[src/rtl/i2c_cond_pkg.sv]
// Shared definitions for the I2C condition controller.
// Assumes a 4-bit control register; the bit positions below are the
// software contract and are decoded by the top module.
package i2c_cond_pkg;

    localparam int REG_W       = 4;
    localparam int BIT_INHIBIT = 0;
    localparam int BIT_ACKSTAT = 1;
    localparam int BIT_BUSY    = 2;
    localparam int BIT_ACKEN   = 3;

    // Condition sequencer states.
    typedef enum logic [2:0] {
        SQ_IDLE     = 3'd0,
        SQ_HOLD     = 3'd1,
        SQ_OWN      = 3'd2,
        SQ_SP_SETUP = 3'd3,
        SQ_RS_REL   = 3'd4,
        SQ_RS_SETUP = 3'd5
    } seq_state_t;

    // One queued command.
    typedef struct packed {
        logic valid;
        logic start;
    } cmd_t;

endpackage

[src/rtl/i2c_line_sync.sv]
// Line watcher: synchronizes SCL and SDA through SYNC_STAGES flops, then
// detects start/stop conditions and keeps the bus-busy flag.
// Assumes asynchronous line inputs that idle high (released).
module i2c_line_sync #(
    parameter int SYNC_STAGES = 2
) (
    input  logic clk,
    input  logic rst_n,
    input  logic scl_in,
    input  logic sda_in,
    output logic start_seen,
    output logic stop_seen,
    output logic bus_busy
);

    localparam int LAST = SYNC_STAGES - 1;

    logic [SYNC_STAGES-1:0] scl_pipe;
    logic [SYNC_STAGES-1:0] sda_pipe;
    logic                   scl_prev;
    logic                   sda_prev;
    logic                   scl_s;
    logic                   sda_s;

    // First synchronizer stage samples the raw lines.
    always_ff @(posedge clk) begin
        if (!rst_n) begin
            scl_pipe[0] <= 1'b1;
            sda_pipe[0] <= 1'b1;
        end else begin
            scl_pipe[0] <= scl_in;
            sda_pipe[0] <= sda_in;
        end
    end

    // Remaining synchronizer stages.
    generate
        for (genvar g = 1; g < SYNC_STAGES; g++) begin : g_stage
            always_ff @(posedge clk) begin
                if (!rst_n) begin
                    scl_pipe[g] <= 1'b1;
                    sda_pipe[g] <= 1'b1;
                end else begin
                    scl_pipe[g] <= scl_pipe[g-1];
                    sda_pipe[g] <= sda_pipe[g-1];
                end
            end
        end
    endgenerate

    assign scl_s = scl_pipe[LAST];
    assign sda_s = sda_pipe[LAST];

    // Previous synchronized levels for edge detection.
    always_ff @(posedge clk) begin
        if (!rst_n) begin
            scl_prev <= 1'b1;
            sda_prev <= 1'b1;
        end else begin
            scl_prev <= scl_s;
            sda_prev <= sda_s;
        end
    end

    // Conditions: SDA edge while SCL stays high.
    always_comb begin
        start_seen = scl_s && scl_prev && sda_prev && !sda_s;
        stop_seen  = scl_s && scl_prev && !sda_prev && sda_s;
    end

    // Busy flag follows conditions seen on the wires.
    always_ff @(posedge clk) begin
        if (!rst_n) begin
            bus_busy <= 1'b0;
        end else if (start_seen) begin
            bus_busy <= 1'b1;
        end else if (stop_seen) begin
            bus_busy <= 1'b0;
        end
    end

endmodule

[src/rtl/i2c_cond_seq.sv]
// Condition sequencer: turns start/stop commands into SCL/SDA pull-down
// patterns with HOLD_CYC and SETUP_CYC timing. It keeps one pending slot.
// Assumes commands arrive as single-cycle strobes, already gated by mode.
module i2c_cond_seq
    import i2c_cond_pkg::*;
#(
    parameter int HOLD_CYC  = 4,
    parameter int SETUP_CYC = 5
) (
    input  logic clk,
    input  logic rst_n,
    input  logic req_valid,
    input  logic req_start,
    output logic scl_low,
    output logic sda_low
);

    localparam int MAXC = (HOLD_CYC > SETUP_CYC) ? HOLD_CYC : SETUP_CYC;
    localparam int CW   = (MAXC < 2) ? 1 : $clog2(MAXC);
    localparam logic [CW-1:0] HOLD_LAST  = CW'(HOLD_CYC - 1);
    localparam logic [CW-1:0] SETUP_LAST = CW'(SETUP_CYC - 1);

    seq_state_t    state;
    seq_state_t    state_nx;
    logic [CW-1:0] cnt;
    logic [CW-1:0] cnt_nx;
    cmd_t          pend;
    logic          ready;
    logic          take_pend;
    logic          take_new;
    logic          act_valid;
    logic          act_start;

    // Command selection: a held command goes before a new one.
    always_comb begin
        ready     = (state == SQ_IDLE) || (state == SQ_OWN);
        take_pend = ready && pend.valid;
        take_new  = ready && !pend.valid && req_valid;
        act_valid = take_pend || take_new;
        act_start = take_pend ? pend.start : req_start;
    end

    // Pending slot: hold a command that cannot be taken this cycle.
    always_ff @(posedge clk) begin
        if (!rst_n) begin
            pend <= '0;
        end else if (req_valid && !take_new) begin
            pend.valid <= 1'b1;
            pend.start <= req_start;
        end else if (take_pend) begin
            pend.valid <= 1'b0;
        end
    end

    // Next-state and counter logic.
    always_comb begin
        state_nx = state;
        cnt_nx   = cnt;
        unique case (state)
            SQ_IDLE: begin
                if (act_valid && act_start) begin
                    state_nx = SQ_HOLD;
                    cnt_nx   = '0;
                end
            end
            SQ_OWN: begin
                if (act_valid) begin
                    state_nx = act_start ? SQ_RS_REL : SQ_SP_SETUP;
                    cnt_nx   = '0;
                end
            end
            SQ_HOLD: begin
                if (cnt == HOLD_LAST) begin
                    state_nx = SQ_OWN;
                    cnt_nx   = '0;
                end else begin
                    cnt_nx = cnt + 1'b1;
                end
            end
            SQ_SP_SETUP: begin
                if (cnt == SETUP_LAST) begin
                    state_nx = SQ_IDLE;
                    cnt_nx   = '0;
                end else begin
                    cnt_nx = cnt + 1'b1;
                end
            end
            SQ_RS_REL: begin
                state_nx = SQ_RS_SETUP;
                cnt_nx   = '0;
            end
            SQ_RS_SETUP: begin
                if (cnt == SETUP_LAST) begin
                    state_nx = SQ_HOLD;
                    cnt_nx   = '0;
                end else begin
                    cnt_nx = cnt + 1'b1;
                end
            end
            default: begin
                state_nx = SQ_IDLE;
                cnt_nx   = '0;
            end
        endcase
    end

    // State and counter registers.
    always_ff @(posedge clk) begin
        if (!rst_n) begin
            state <= SQ_IDLE;
            cnt   <= '0;
        end else begin
            state <= state_nx;
            cnt   <= cnt_nx;
        end
    end

    // Line pull-downs decoded from the state.
    always_comb begin
        scl_low = (state == SQ_OWN) || (state == SQ_RS_REL);
        sda_low = (state == SQ_HOLD) || (state == SQ_OWN) || (state == SQ_SP_SETUP);
    end

endmodule

[src/rtl/i2c_ack_ctrl.sv]
// Acknowledge filter: keeps the acknowledge enable and status bits and
// raises suspend when an enabled acknowledge comes back as 1.
// Assumes ack_valid is a single-cycle strobe from the byte engine.
module i2c_ack_ctrl (
    input  logic clk,
    input  logic rst_n,
    input  logic cfg_we,
    input  logic cfg_ack_en,
    input  logic ack_valid,
    input  logic ack_value,
    output logic ack_en,
    output logic ack_stat,
    output logic suspend
);

    // Acknowledge enable register, written on every register write.
    always_ff @(posedge clk) begin
        if (!rst_n) begin
            ack_en <= 1'b0;
        end else if (cfg_we) begin
            ack_en <= cfg_ack_en;
        end
    end

    // Acknowledge status: loaded only while enabled, cleared on disable.
    always_ff @(posedge clk) begin
        if (!rst_n) begin
            ack_stat <= 1'b0;
        end else if (cfg_we && !cfg_ack_en) begin
            ack_stat <= 1'b0;
        end else if (ack_valid && ack_en) begin
            ack_stat <= ack_value;
        end
    end

    // Suspend while an enabled refusal is latched.
    always_comb begin
        suspend = ack_en && ack_stat;
    end

endmodule

[src/rtl/i2c_cond_ctrl.sv]
// Top of the I2C condition controller. It decodes register writes into
// commands, gates starts on the mode inputs, and assembles the read view.
// Assumes open-drain lines: the outputs request a low, and the level is
// read back on scl_in/sda_in.
module i2c_cond_ctrl
    import i2c_cond_pkg::*;
#(
    parameter int HOLD_CYC    = 4,
    parameter int SETUP_CYC   = 5,
    parameter int SYNC_STAGES = 2
) (
    input  logic             clk,
    input  logic             rst_n,
    input  logic             reg_we,
    input  logic [REG_W-1:0] reg_wdata,
    output logic [REG_W-1:0] reg_rdata,
    input  logic             mst_mode,
    input  logic             tx_mode,
    input  logic             scl_in,
    input  logic             sda_in,
    output logic             scl_pull_low,
    output logic             sda_pull_low,
    input  logic             ack_valid,
    input  logic             ack_value,
    output logic             xfer_suspend
);

    logic line_start;
    logic line_stop;
    logic bus_busy;
    logic cmd_valid;
    logic cmd_start;
    logic ack_en;
    logic ack_stat;

    // Command decode: inhibit blocks all; a start needs master transmit mode.
    always_comb begin
        cmd_start = reg_wdata[BIT_BUSY];
        cmd_valid = reg_we && !reg_wdata[BIT_INHIBIT] &&
                    (!cmd_start || (mst_mode && tx_mode));
    end

    i2c_line_sync #(
        .SYNC_STAGES(SYNC_STAGES)
    ) u_sync (
        .clk       (clk),
        .rst_n     (rst_n),
        .scl_in    (scl_in),
        .sda_in    (sda_in),
        .start_seen(line_start),
        .stop_seen (line_stop),
        .bus_busy  (bus_busy)
    );

    i2c_cond_seq #(
        .HOLD_CYC (HOLD_CYC),
        .SETUP_CYC(SETUP_CYC)
    ) u_seq (
        .clk      (clk),
        .rst_n    (rst_n),
        .req_valid(cmd_valid),
        .req_start(cmd_start),
        .scl_low  (scl_pull_low),
        .sda_low  (sda_pull_low)
    );

    i2c_ack_ctrl u_ack (
        .clk       (clk),
        .rst_n     (rst_n),
        .cfg_we    (reg_we),
        .cfg_ack_en(reg_wdata[BIT_ACKEN]),
        .ack_valid (ack_valid),
        .ack_value (ack_value),
        .ack_en    (ack_en),
        .ack_stat  (ack_stat),
        .suspend   (xfer_suspend)
    );

    // Read view; the inhibit bit is never stored and reads as 1.
    always_comb begin
        reg_rdata              = '0;
        reg_rdata[BIT_INHIBIT] = 1'b1;
        reg_rdata[BIT_ACKSTAT] = ack_stat;
        reg_rdata[BIT_BUSY]    = bus_busy;
        reg_rdata[BIT_ACKEN]   = ack_en;
    end

endmodule

[config.mk]
export PLATFORM = sky130hd
export DESIGN_NAME = i2c_cond_ctrl
export DESIGN_NICKNAME = d
export VERILOG_FILES = /design/src/rtl/i2c_cond_pkg.sv /design/src/rtl/i2c_line_sync.sv /design/src/rtl/i2c_cond_seq.sv /design/src/rtl/i2c_ack_ctrl.sv /design/src/rtl/i2c_cond_ctrl.sv
export SDC_FILE = /design/constraint.sdc
export NUM_CORES = 1
export LEC_CHECK = 0
export ABC_CLOCK_PERIOD_IN_PS = 1800
export BUFFER_PORTS_ARGS = -buffer_cell sky130_fd_sc_hd__buf_2
export CORE_UTILIZATION = 50
export CTS_CLUSTER_DIAMETER = 200
export DETAILED_ROUTE_END_ITERATION = 16
export PLACE_DENSITY_LB_ADDON = 0.12
export SYNTH_ARGS = -nofsm -noshare
export SYNTH_HDL_FRONTEND = slang
export SYNTH_SLANG_ARGS = --single-unit
export TNS_END_PERCENT = 100
[constraint.sdc]
create_clock -name clk -period 1.8 [get_ports clk]
set_input_delay 0.09 -clock clk [delete_from_list [all_inputs] [get_ports clk]]
set_output_delay 0.09 -clock clk [all_outputs]
set_load 0.05 [all_outputs]
==> out/metrics.csv, run 1 <==
stage,metric,value,unit
timing,fin_skew,0.921,ps
power_and_ir_drop,p_clk_share,29.3,%
worst_setup_path,worst_path_largest_cell_delay,530,ps
power_and_ir_drop,leakage,0.459,nW
routing,dr.pass1.iters,10,
floorplanning,dieHeight,43.7,um
routing,num_vias,722,
worst_setup_path,critPathCaptureType,output port,
worst_setup_path,cp_max_fo,10,
run,max_cap_violations,0,
clock_tree,htreeDepth,1,
timing,fin_crit,1580,ps
yosys,avgSynthCellArea,8.37,um^2
finish,syn_to_final_growth,11.8,%
timing,rsz0062_at_grt,no,
clock_tree,clockBufferDepth,2,
placed_design,hpwl,1050,um
outcome,status,"complete, but fails checks",
worst_setup_path,rr_startpoint,u_seq.cnt[0]$_SDFFE_PN0P_,
global_route,antenna_found_initial,0,
clock_tree,cts_buffers,3,
yosys,synthesis.area,871,um^2
finish,final_nets,137,
worst_hold_path,min_path_type,in -> reg,
timing,hold_slack,41.6,ps
finish,fill_cells,141,
power_and_ir_drop,comb_power_share,13.1,%
yosys,ys_async_sr_fraction,0,%
power_and_ir_drop,irDropWorstVdd,0.000482,V
power_and_ir_drop,swShare,26.7,%
timing,post-route-period-util,87.9,%
placed_design,place.gp.congestion,0.746,
floorplanning,ios,20,
yosys,synth_warnings,0,
worst_setup_path,cp_cell_sequence,xor2_1 > nor2b_1 > buf_2,
worst_setup_path,cp.arrival,1490,ps
timing,maxSlewViolCount,0,
worst_setup_path,timing.setup.critical_path_class,reg -> out,
floorplanning,initial_core_util,55.9,%
power_and_ir_drop,total_power,0.686,mW
power_and_ir_drop,internal-power,0.503,mW
yosys,synth_seq_cells,17,
clock_tree,clock-root-buffer,clkbuf_4,
finish,n_antenna_cell,0,
floorplanning,fp-row-count,14,
yosys,syn_inst,104,
routing,drc,2,
routing,vias_per_cell,5.35,
worst_setup_path,r2r_end,u_seq.state[1]$_SDFFE_PN0P_,
finish,drive_gt1_share,20.2,%
floorplanning,die_x,43.7,um
timing,setup_tns,0,ps
timing,max_freq,0.632,GHz
worst_hold_path,hp-start,reg_we,
yosys,synth_edf_count,0,
worst_setup_path,start_kind,flip-flop,
power_and_ir_drop,p_switching,0.183,mW
power_and_ir_drop,seq_power_share,57.6,%
clock_tree,cts.sinks,17,
routing,wirelength,1440,um
clock_tree,path_clk_slew,100,ps
power_and_ir_drop,p_per_area,705,nW/um^2
yosys,synth_nets,121,
clock_tree,clk-insertion-delay-late,280,ps
placed_design,io_buffers,17,
global_route,grt_overflow,0,
worst_setup_path,reg2reg_slack,240,ps
finish,mostFrequentLayoutCells,"buf_2 (17), dfxtp_1 (17), nand2_1 (11)",
routing,ant_nets,0,
global_route,grtUsageTotal,17.4,%
outcome,violations,DRC,
routing,first_iter_violations,15,
timing,finalHoldViolations,0,
worst_setup_path,slowest_stage,dfxtp_1,
global_route,grt_pass1_wl,2480,um
worst_setup_path,r2r_cells,6,
routing,routedWlPerCell,10.6,um
yosys,seq_area_frac_synth,39.1,%
worst_hold_path,min_to,u_ack.ack_en$_SDFFE_PN0P_,
yosys,ys.flop_type,dfxtp_1,
yosys,ys_types,34,
global_route,first_global_vias,613,
clock_tree,cts_tree,built,
worst_setup_path,crit_required,1710,ps
worst_hold_path,hold_path_depth,3,
global_route,grt_max_degree,21,
timing,finalSetupViolations,0,
floorplanning,coreArea,1560,um^2
floorplanning,die_area,1910,um^2
## power groups by stage
stage          sequential, mW  clock (mW)  combinational [mW]
2_1_floorplan           0.401           0              0.0702
3_3_place_gp            0.404           0              0.0860
3_5_place_dp            0.404           0              0.0867
4_1_cts                 0.395       0.212              0.0904
5_1_grt                 0.397       0.228               0.100
6_report                0.395       0.201              0.0900
## cells in the mapped netlist (all sizes together), types with 2 or more instances
| cell type | instances | area share, % |
|---|---|---|
| dfxtp | 17 | 39 |
| nand2 | 11 | 4.7 |
| inv | 8 | 3.4 |
| nand2b | 7 | 5.0 |
| nor2 | 7 | 3.0 |
| o21ai | 7 | 4.0 |
| buf | 6 | 5.3 |
| ha | 4 | 5.7 |
| nor2b | 4 | 2.9 |
| a21oi | 3 | 1.7 |
| and2 | 3 | 2.2 |
| clkbuf | 3 | 1.3 |
| a211oi | 2 | 1.7 |
| a31oi | 2 | 1.4 |
| nand3 | 2 | 1.1 |
| o22ai | 2 | 1.4 |
## sequential cells by signal (all words and copies together) (netlist names)
register / cells
u_sync.sda_prev: 1
u_sync.scl_pipe: 1
u_ack.ack_stat: 1
u_sync.scl_s: 1
u_sync.scl_prev: 1
u_ack.ack_en: 1
u_seq.pend: 2
u_seq.cnt: 3
u_sync.sda_pipe: 1
u_sync.bus_busy: 1
u_sync.sda_s: 1
u_seq.state: 3
## worst max-delay path, delay by kind of cell, from the launching register on
kind          cells  cell delay, ps
simple gates      1             150
buf+inv           1             260
xor+xnor          1             250
flops             1             530
## how the worst max path moves through the flow
stage                                           start                     endpoint  cells after the start
after floorplan           u_seq.state[2]$_SDFFE_PN0P_                 scl_pull_low                      3
after global placement      u_seq.cnt[0]$_SDFFE_PN0P_  u_seq.state[1]$_SDFFE_PN0P_                      6
after detailed placement    u_seq.cnt[0]$_SDFFE_PN0P_  u_seq.state[1]$_SDFFE_PN0P_                      6
after CTS                 u_seq.state[2]$_SDFFE_PN0P_                 scl_pull_low                      3
after global routing      u_seq.state[2]$_SDFFE_PN0P_                 scl_pull_low                      3
final                     u_seq.state[2]$_SDFFE_PN0P_                 scl_pull_low                      3
## per-stage QoR
stage	util [%]	setup WS [ps]	cells	cell area (um^2)
6_report	62.4	219	135	973
5_1_grt	62.4	111	135	973
4_1_cts	62.4	201	135	973
3_5_place_dp	59.4	246	129	926
3_3_place_gp	59.4	298	129	926
2_1_floorplan	-	345	104	871
## repair_timing
item                                   in CTS  in global routing
endpoints found under the hold margin       2                  0
resized for setup                           0                  0
hold buffers                                2                  0
buffers inserted                            0                  0
## layer usage
metal	track usage, %	part of all wire [%]
met2	27.2	45
met1	23.1	48
met3	2.50	6.2
met5	0	0
met4	9.38	0.70
## cell families (layout without fill, tap and decap cells)
| family | count (synthesis) | count (layout) | share of synthesized area, % |
|---|---|---|---|
| buffers and inverters | 17 | 32 | 10.1 |
| AOI/OAI and AO/OA | 21 | 21 | 15.9 |
| muxes | 2 | 2 | 2.44 |
| adders and majority gates | 5 | 5 | 6.90 |
| DFF | 17 | 17 | 39.1 |
| xor gates and xnor gates | 1 | 1 | 1.01 |
| and+or+nand+nor | 40 | 40 | 24.1 |
| other | 1 | 1 | 0.431 |
## layout make-up
type	count	area [um^2]	area share, %
Tap cell	16	20.0	2.06
Inverter	8	30.0	3.08
Clock buffer	3	22.5	2.31
Timing Repair Buffer	20	113	11.6
Multi-Input combinational cell	70	443	45.5
Clock inverter	1	5.00	0.514
Sequential cell	17	340	35.0
Power figures use the tool's default switching activity.
==> inputs of run 2 (changes only) <==
ABC_AREA = 1   (was unset)
==> run 2 against run 1 <==
- the run now ends clean
- hold slack got worse by 17 ps
- first-iteration DRC count fell by 27%
- non-clock buffer count fell by 1
- power rose by 110%
- sequential share of layout area fell by 1.8 points
- synthesized cell count rose by 16%
- clock power rose by 6%
- critical path depth rose by 1
- highest routed layer unchanged
==> out/metrics.csv, run 2 <==
stage,metric,value,unit,change
clock_tree,clock-root-buffer,clkbuf_4,,
floorplanning,dieHeight,44.3,um,+1.4%
clock_tree,cts_tree,built,,
floorplanning,die_x,44.3,um,+1.4%
floorplanning,die_area,1970,um^2,+2.7%
floorplanning,initial_core_util,56.2,%,+0.34 points
worst_setup_path,cp_max_fo,7,,-3
routing,ant_nets,0,,unchanged
finish,multi_input_area,465,um^2,+5.1%
routing,dr.pass1.iters,4,,-6
yosys,synth_top_cell_by_area,dfxtp_1,,
timing,finalHoldViolations,0,,unchanged
placed_design,place.gp.congestion,0.865,,+16%
timing,fin_crit,1500,ps,-79.3 ps
timing,setup_tns,0,ps,unchanged
power_and_ir_drop,internal-power,0.749,mW,+49%
worst_setup_path,rr_startpoint,u_seq.state[2]$_SDFFE_PN0P_,,
finish,drive_gt1_share,33.1,%,+13 points
floorplanning,fp-row-count,14,,unchanged
power_and_ir_drop,comb_power_share,50.8,%,+38 points
outcome,status,"complete, no violations",,
finish,n_antenna_cell,0,,unchanged
floorplanning,ios,20,,unchanged
worst_setup_path,cp.arrival,1410,ps,-80 ps
clock_tree,path_clk_slew,110,ps,about the same
yosys,synth_most_common_cell,nand2_1,,
power_and_ir_drop,leakage,0.491,nW,+6.9%
worst_setup_path,start_kind,flip-flop,,
run,max_cap_violations,0,,unchanged
yosys,ys.flop_type,dfxtp_1,,
routing,num_vias,768,,+6.4%
worst_setup_path,timing.setup.critical_path_class,reg -> out,,
routing,first_iter_violations,11,,-4
finish,syn_to_final_growth,14.4,%,
timing,fin_skew,11.2,ps,+10.3 ps
yosys,synth_top_area_share,38.0,%,-1.1 points
finish,final_common_cell,nand2_1,,
global_route,grt_overflow,0,,unchanged
routing,wirelength,1530,um,+6.3%
yosys,synth_nets,138,,+14%
yosys,synthesis.area,896,um^2,+2.9%
clock_tree,cts_buffers,3,,unchanged
finish,mostFrequentLayoutCells,"nand2_1 (26), buf_2 (17), dfxtp_1 (17)",,
power_and_ir_drop,irDropWorstVdd,0.00103,V,+110%
finish,fill_cells,166,,+18%
yosys,syn_inst,121,,+16%
clock_tree,cts.sinks,17,,unchanged
finish,reg_top3,"u_seq.cnt (3), u_seq.state (3), u_seq.pend (2)",,
floorplanning,coreArea,1590,um^2,+2.2%
global_route,first_global_vias,676,,+10%
yosys,synth_warnings,0,,unchanged
yosys,ys_top_cells_by_count,"nand2_1 (26), dfxtp_1 (17), inv_1 (11), nor2_1 (11), a21oi_1 (8)",,
timing,maxSlewViolCount,0,,unchanged
power_and_ir_drop,p_per_area,1400,nW/um^2,+98%
power_and_ir_drop,seq_power_share,34.2,%,-23 points
finish,ff_latch_area,340,um^2,unchanged
yosys,ys_types,22,,-35%
power_and_ir_drop,p_clk_share,15.0,%,-14 points
global_route,grtUsageTotal,18.2,%,+0.83 points
timing,post-route-period-util,83.5,%,-4.4 points
placed_design,io_buffers,17,,unchanged
finish,final_nets,157,,+15%
worst_setup_path,critPathLaunch,u_seq.state[2]$_SDFFE_PN0P_,,
clock_tree,postCtsSetupBuffers,0,,unchanged
routing,drc,0,,-2
clock_tree,clk-insertion-delay-late,300,ps,+20 ps
power_and_ir_drop,total_power,1.43,mW,+110%
yosys,ys_async_sr_fraction,0,%,unchanged
worst_setup_path,crit_required,1710,ps,about the same
routing,routedWlPerCell,9.36,um,-12%
yosys,synth_seq_cells,17,,unchanged
global_route,antenna_found_initial,0,,unchanged
timing,finalSetupViolations,0,,unchanged
power_and_ir_drop,p_switching,0.682,mW,+270%
yosys,seq_area_frac_synth,38.0,%,-1.1 points
yosys,synth_edf_count,0,,unchanged
worst_hold_path,min_path_type,in -> reg,,
worst_hold_path,hp-start,reg_we,,
placed_design,hpwl,1170,um,+11%
yosys,avgSynthCellArea,7.40,um^2,-12%
global_route,grt_max_degree,13,,-38%
clock_tree,htreeDepth,1,,unchanged
yosys,synth_area_leaders,"dfxtp_1 (38%), nand2_1 (11%), ha_1 (5.6%), inv_1 (4.6%), nor2_1 (4.6%)",,
timing,max_freq,0.666,GHz,+5.3%
power_and_ir_drop,swShare,47.6,%,+21 points
worst_setup_path,critPathCaptureType,output port,,
timing,rsz0062_at_grt,no,,
routing,vias_per_cell,4.71,,-12%
clock_tree,clockBufferDepth,2,,unchanged
global_route,grt_pass1_wl,2670,um,+7.8%
-- run 2: routing by layer --
metal,GRT usage (%),vias to the layer above,part of all wire [%]
met3,2.86,5,4.7
met2,31.8,22,46
met4,7.88,0,1.8
met1,22.1,333,47
li1,-,408,-
met5,0,-,0
-- run 2: per-stage QoR --
stage               area, um^2  utilization [%]  worst slack, ps  hold WS, ps  std cells
floorplan                  896                -             46.5          197        121
global placement           977             61.3              565          275        157
detailed placement         977             61.3              533          281        157
CTS                       1020             64.3              311         29.6        163
global route              1020             64.3              197         66.0        163
finish                    1020             64.3              298         24.2        163
-- run 2: logic make-up (layout without fill, tap and decap cells) --
kind of cell    after synthesis  after routing  synth area share (%)
buf+inv                      20             38                  10.1
compound gates               19             19                  12.3
other cells                   1              1                 0.419
simple gates                 60             60                  33.7
flops                        17             17                  38.0
fa+ha+maj                     4              4                  5.59
-- run 2: layout make-up --
| cell class | count | share of cell area [%] |
|---|---|---|
| Clock buffer | 3 | 2.20 |
| Inverter | 15 | 5.49 |
| Tap cell | 24 | 2.93 |
| Timing Repair Buffer | 19 | 10.3 |
| Clock inverter | 1 | 0.488 |
| Sequential cell | 17 | 33.2 |
| Multi-Input combinational cell | 84 | 45.4 |
-- run 2: worst paths after layout --
| kind | end | slack (ps) | depth (start not counted) |
|---|---|---|---|
| setup / recovery | scl_pull_low | 300 | 4 |
| hold / removal | u_ack.ack_en$_SDFFE_PN0P_ | 20 | 3 |
| hold reg to reg | u_sync.scl_s$_SDFF_PN1_ | 420 | 1 |
| setup reg to reg | u_seq.state[0]$_SDFFE_PN0P_ | 540 | 8 |
-- run 2: power by group through the flow --
stage | clock, mW | combinational, mW | sequential (mW)
2_1_floorplan | 0 | 0.610 | 0.487
3_3_place_gp | 0 | 0.717 | 0.496
3_5_place_dp | 0 | 0.726 | 0.497
4_1_cts | 0.216 | 0.733 | 0.489
5_1_grt | 0.228 | 0.811 | 0.501
6_report | 0.214 | 0.727 | 0.489
-- run 2: timing repair --
item,in CTS,in global routing
resized for setup,0,0
hold buffers,2,0
hold endpoints to repair,2,0
endpoints found under the setup margin,0,0
-- run 2: critical path, cell delays in order (launching register included) --
cell and delay, ps:
dfxtp_1 390, nor2_2 190, inv_2 90, o21ai_0 150
buf_2 290
==> inputs of run 3 (changes only) <==
ABC_AREA = 0   (was 1)
ABC_CLOCK_PERIOD_IN_PS = 1500   (was 1800)
clock period = 1.5 ns   (was 1.8 ns; I/O delays follow)
==> run 3 against run 2 <==
- the run now ends with DRC, setup timing left
- critical endpoint is now u_seq.state[0]$_SDFFE_PN0P_
- register-to-register slack worse by 560 ps
- combinational power down 83%
- hold slack worse by 3.7 ps
==> out/metrics.csv, run 3 (synthesized netlist as in run 1, its figures left out) <==
stage,metric,value,unit,change
finish,fill_cells,128,,-23%
placed_design,io_buffers,17,,unchanged
power_and_ir_drop,comb_power_share,14.4,%,-36 points
power_and_ir_drop,leakage,0.481,nW,-1.9%
placed_design,place.gp.congestion,0.768,,-11%
routing,drc,2,,+2
floorplanning,coreArea,1560,um^2,-2.2%
worst_setup_path,crit_required,1740,ps,+30 ps
finish,reg_top3,"u_seq.cnt (3), u_seq.state (3), u_seq.pend (2)",,
routing,num_vias,743,,-3.3%
finish,ff_latch_area,345,um^2,+1.5%
finish,finalNonFillerCells,139,,-15%
worst_setup_path,timing.setup.critical_path_class,reg -> reg,,
placed_design,hpwl,1140,um,-2.4%
power_and_ir_drop,p_switching,0.233,mW,-66%
placed_design,place_inst,132,,-16%
timing,maxSlewViolCount,0,,unchanged
floorplanning,fp-row-count,14,,unchanged
finish,mostFrequentLayoutCells,"buf_2 (16), dfxtp_1 (13), nand2_1 (11)",,
finish,drive_gt1_share,31.7,%,-1.4 points
floorplanning,die_area,1910,um^2,-2.7%
clock_tree,clock-root-buffer,clkbuf_4,,
finish,final_common_cell,buf_2,,
outcome,violations,"DRC, setup timing",,
power_and_ir_drop,irDropWorstVdd,0.000633,V,-38%
global_route,antenna_found_initial,0,,unchanged
timing,layout_setup_ws,-20.3,ps,-318 ps
timing,hold_slack,20.5,ps,-3.65 ps
worst_setup_path,cp.arrival,1760,ps,+350 ps
clock_tree,clk-insertion-delay-late,290,ps,about the same
floorplanning,dieHeight,43.7,um,-1.3%
placed_design,dp_slack,-27.6,ps,-560 ps
finish,n_antenna_cell,0,,unchanged
clock_tree,cts.sinks,17,,unchanged
clock_tree,htreeDepth,1,,unchanged
timing,finalSetupViolations,1,,+1
worst_hold_path,min_path_type,in -> reg,,
floorplanning,initial_core_util,55.9,%,-0.34 points
routing,routedWlPerCell,13.3,um,+42%
floorplanning,ios,20,,unchanged
clock_tree,cts_tree,built,,
worst_setup_path,critPathCaptureType,flip-flop,,
clock_tree,cts_buffers,3,,unchanged
finish,fin_area,1090,um^2,+6.6%
timing,rsz0062_at_grt,yes,,
global_route,grt_overflow,0,,unchanged
routing,vias_per_cell,5.35,,+13%
timing,finalHoldViolations,0,,unchanged
global_route,grtUsageTotal,18.5,%,+0.32 points
timing,setup_tns,-20.3,ps,-20.3 ps
finish,multi_input_area,524,um^2,+13%
worst_setup_path,rr_startpoint,u_seq.cnt[0]$_SDFFE_PN0P_,,
global_route,first_global_vias,673,,-0.44%
power_and_ir_drop,p_clk_share,29.1,%,+14 points
power_and_ir_drop,swShare,27.6,%,-20 points
global_route,grt_pass1_wl,2630,um,-1.6%
finish,syn_to_final_growth,25.4,%,
routing,wirelength,1850,um,+21%
finish,final_nets,141,,-10%
finish,utilization,70.1,%,+5.8 points
run,max_cap_violations,0,,unchanged
outcome,status,"complete, but fails checks",,
routing,ant_nets,0,,unchanged
worst_setup_path,start_kind,flip-flop,,
global_route,grt_max_degree,21,,+8
power_and_ir_drop,internal-power,0.610,mW,-18%
routing,dr.pass1.iters,11,,+7
timing,fin_skew,2.69,ps,-8.55 ps
timing,max_freq,0.658,GHz,
clock_tree,clockBufferDepth,2,,unchanged
worst_setup_path,cp_max_fo,3,,-4
routing,first_iter_violations,10,,-1
power_and_ir_drop,p_per_area,772,nW/um^2,-45%
timing,post-route-period-util,101,%,
worst_hold_path,hp-start,reg_we,,
power_and_ir_drop,total_power,0.843,mW,-41%
power_and_ir_drop,seq_power_share,56.4,%,+22 points
worst_setup_path,critPathLaunch,u_seq.cnt[0]$_SDFFE_PN0P_,,
clock_tree,path_clk_slew,100,ps,about the same
timing,fin_crit,1520,ps,
floorplanning,die_x,43.7,um,-1.3%
placed_design,placed_area,948,um^2,-2.9%
## run 3: area by class of cell
cell class	count	area share [%]
clock buffers	3	2.06
clock inverters	1	0.458
inverters	8	2.75
multi-input cells	70	48.0
flip-flops and latches	17	31.6
well taps	16	1.83
repair buffers	24	13.3
## run 3: path summary, 6_finish.rpt
kind,end,slack [ps],depth (start not counted)
worst max-delay path,u_seq.state[0]$_SDFFE_PN0P_,-20,7
worst min-delay path,u_ack.ack_en$_SDFFE_PN0P_,20,3
worst max register to register,u_seq.state[0]$_SDFFE_PN0P_,-20,7
worst min register to register,u_sync.scl_s$_SDFF_PN1_,410,1
## run 3: what timing repair did
action,4_1_cts,5_1_grt
buffers inserted,0,1
gates resized for setup,3,14
gates cloned,0,0
endpoints found under the setup margin,2,2
hold endpoints to repair,2,0
pin swaps,0,3
hold buffers,2,0
## run 3: worst max-delay path: stages, from the launching register on
cell     delay [ps]
dfxtp_2         360
ha_4            170
ha_4            160
nor4b_4         300
a31oi_4          70
buf_4           150
o21ai_0          80
and3_1          190
## run 3: power groups by stage
| stage | clock [mW] | combinational (mW) | sequential [mW] |
|---|---|---|---|
| 2_1_floorplan | 0 | 0.0843 | 0.481 |
| 3_3_place_gp | 0 | 0.106 | 0.483 |
| 3_5_place_dp | 0 | 0.108 | 0.484 |
| 4_1_cts | 0.253 | 0.113 | 0.474 |
| 5_1_grt | 0.272 | 0.133 | 0.478 |
| 6_report | 0.246 | 0.122 | 0.476 |
## run 3: layer usage
| layer | up-vias | global-route usage [%] | part of all wire (%) |
|---|---|---|---|
| met5 | - | 0 | 0 |
| met4 | 0 | 7.50 | 1.5 |
| met3 | 2 | 5.00 | 3.7 |
| met2 | 18 | 33.1 | 54 |
| met1 | 337 | 20.6 | 41 |
| li1 | 386 | - | - |
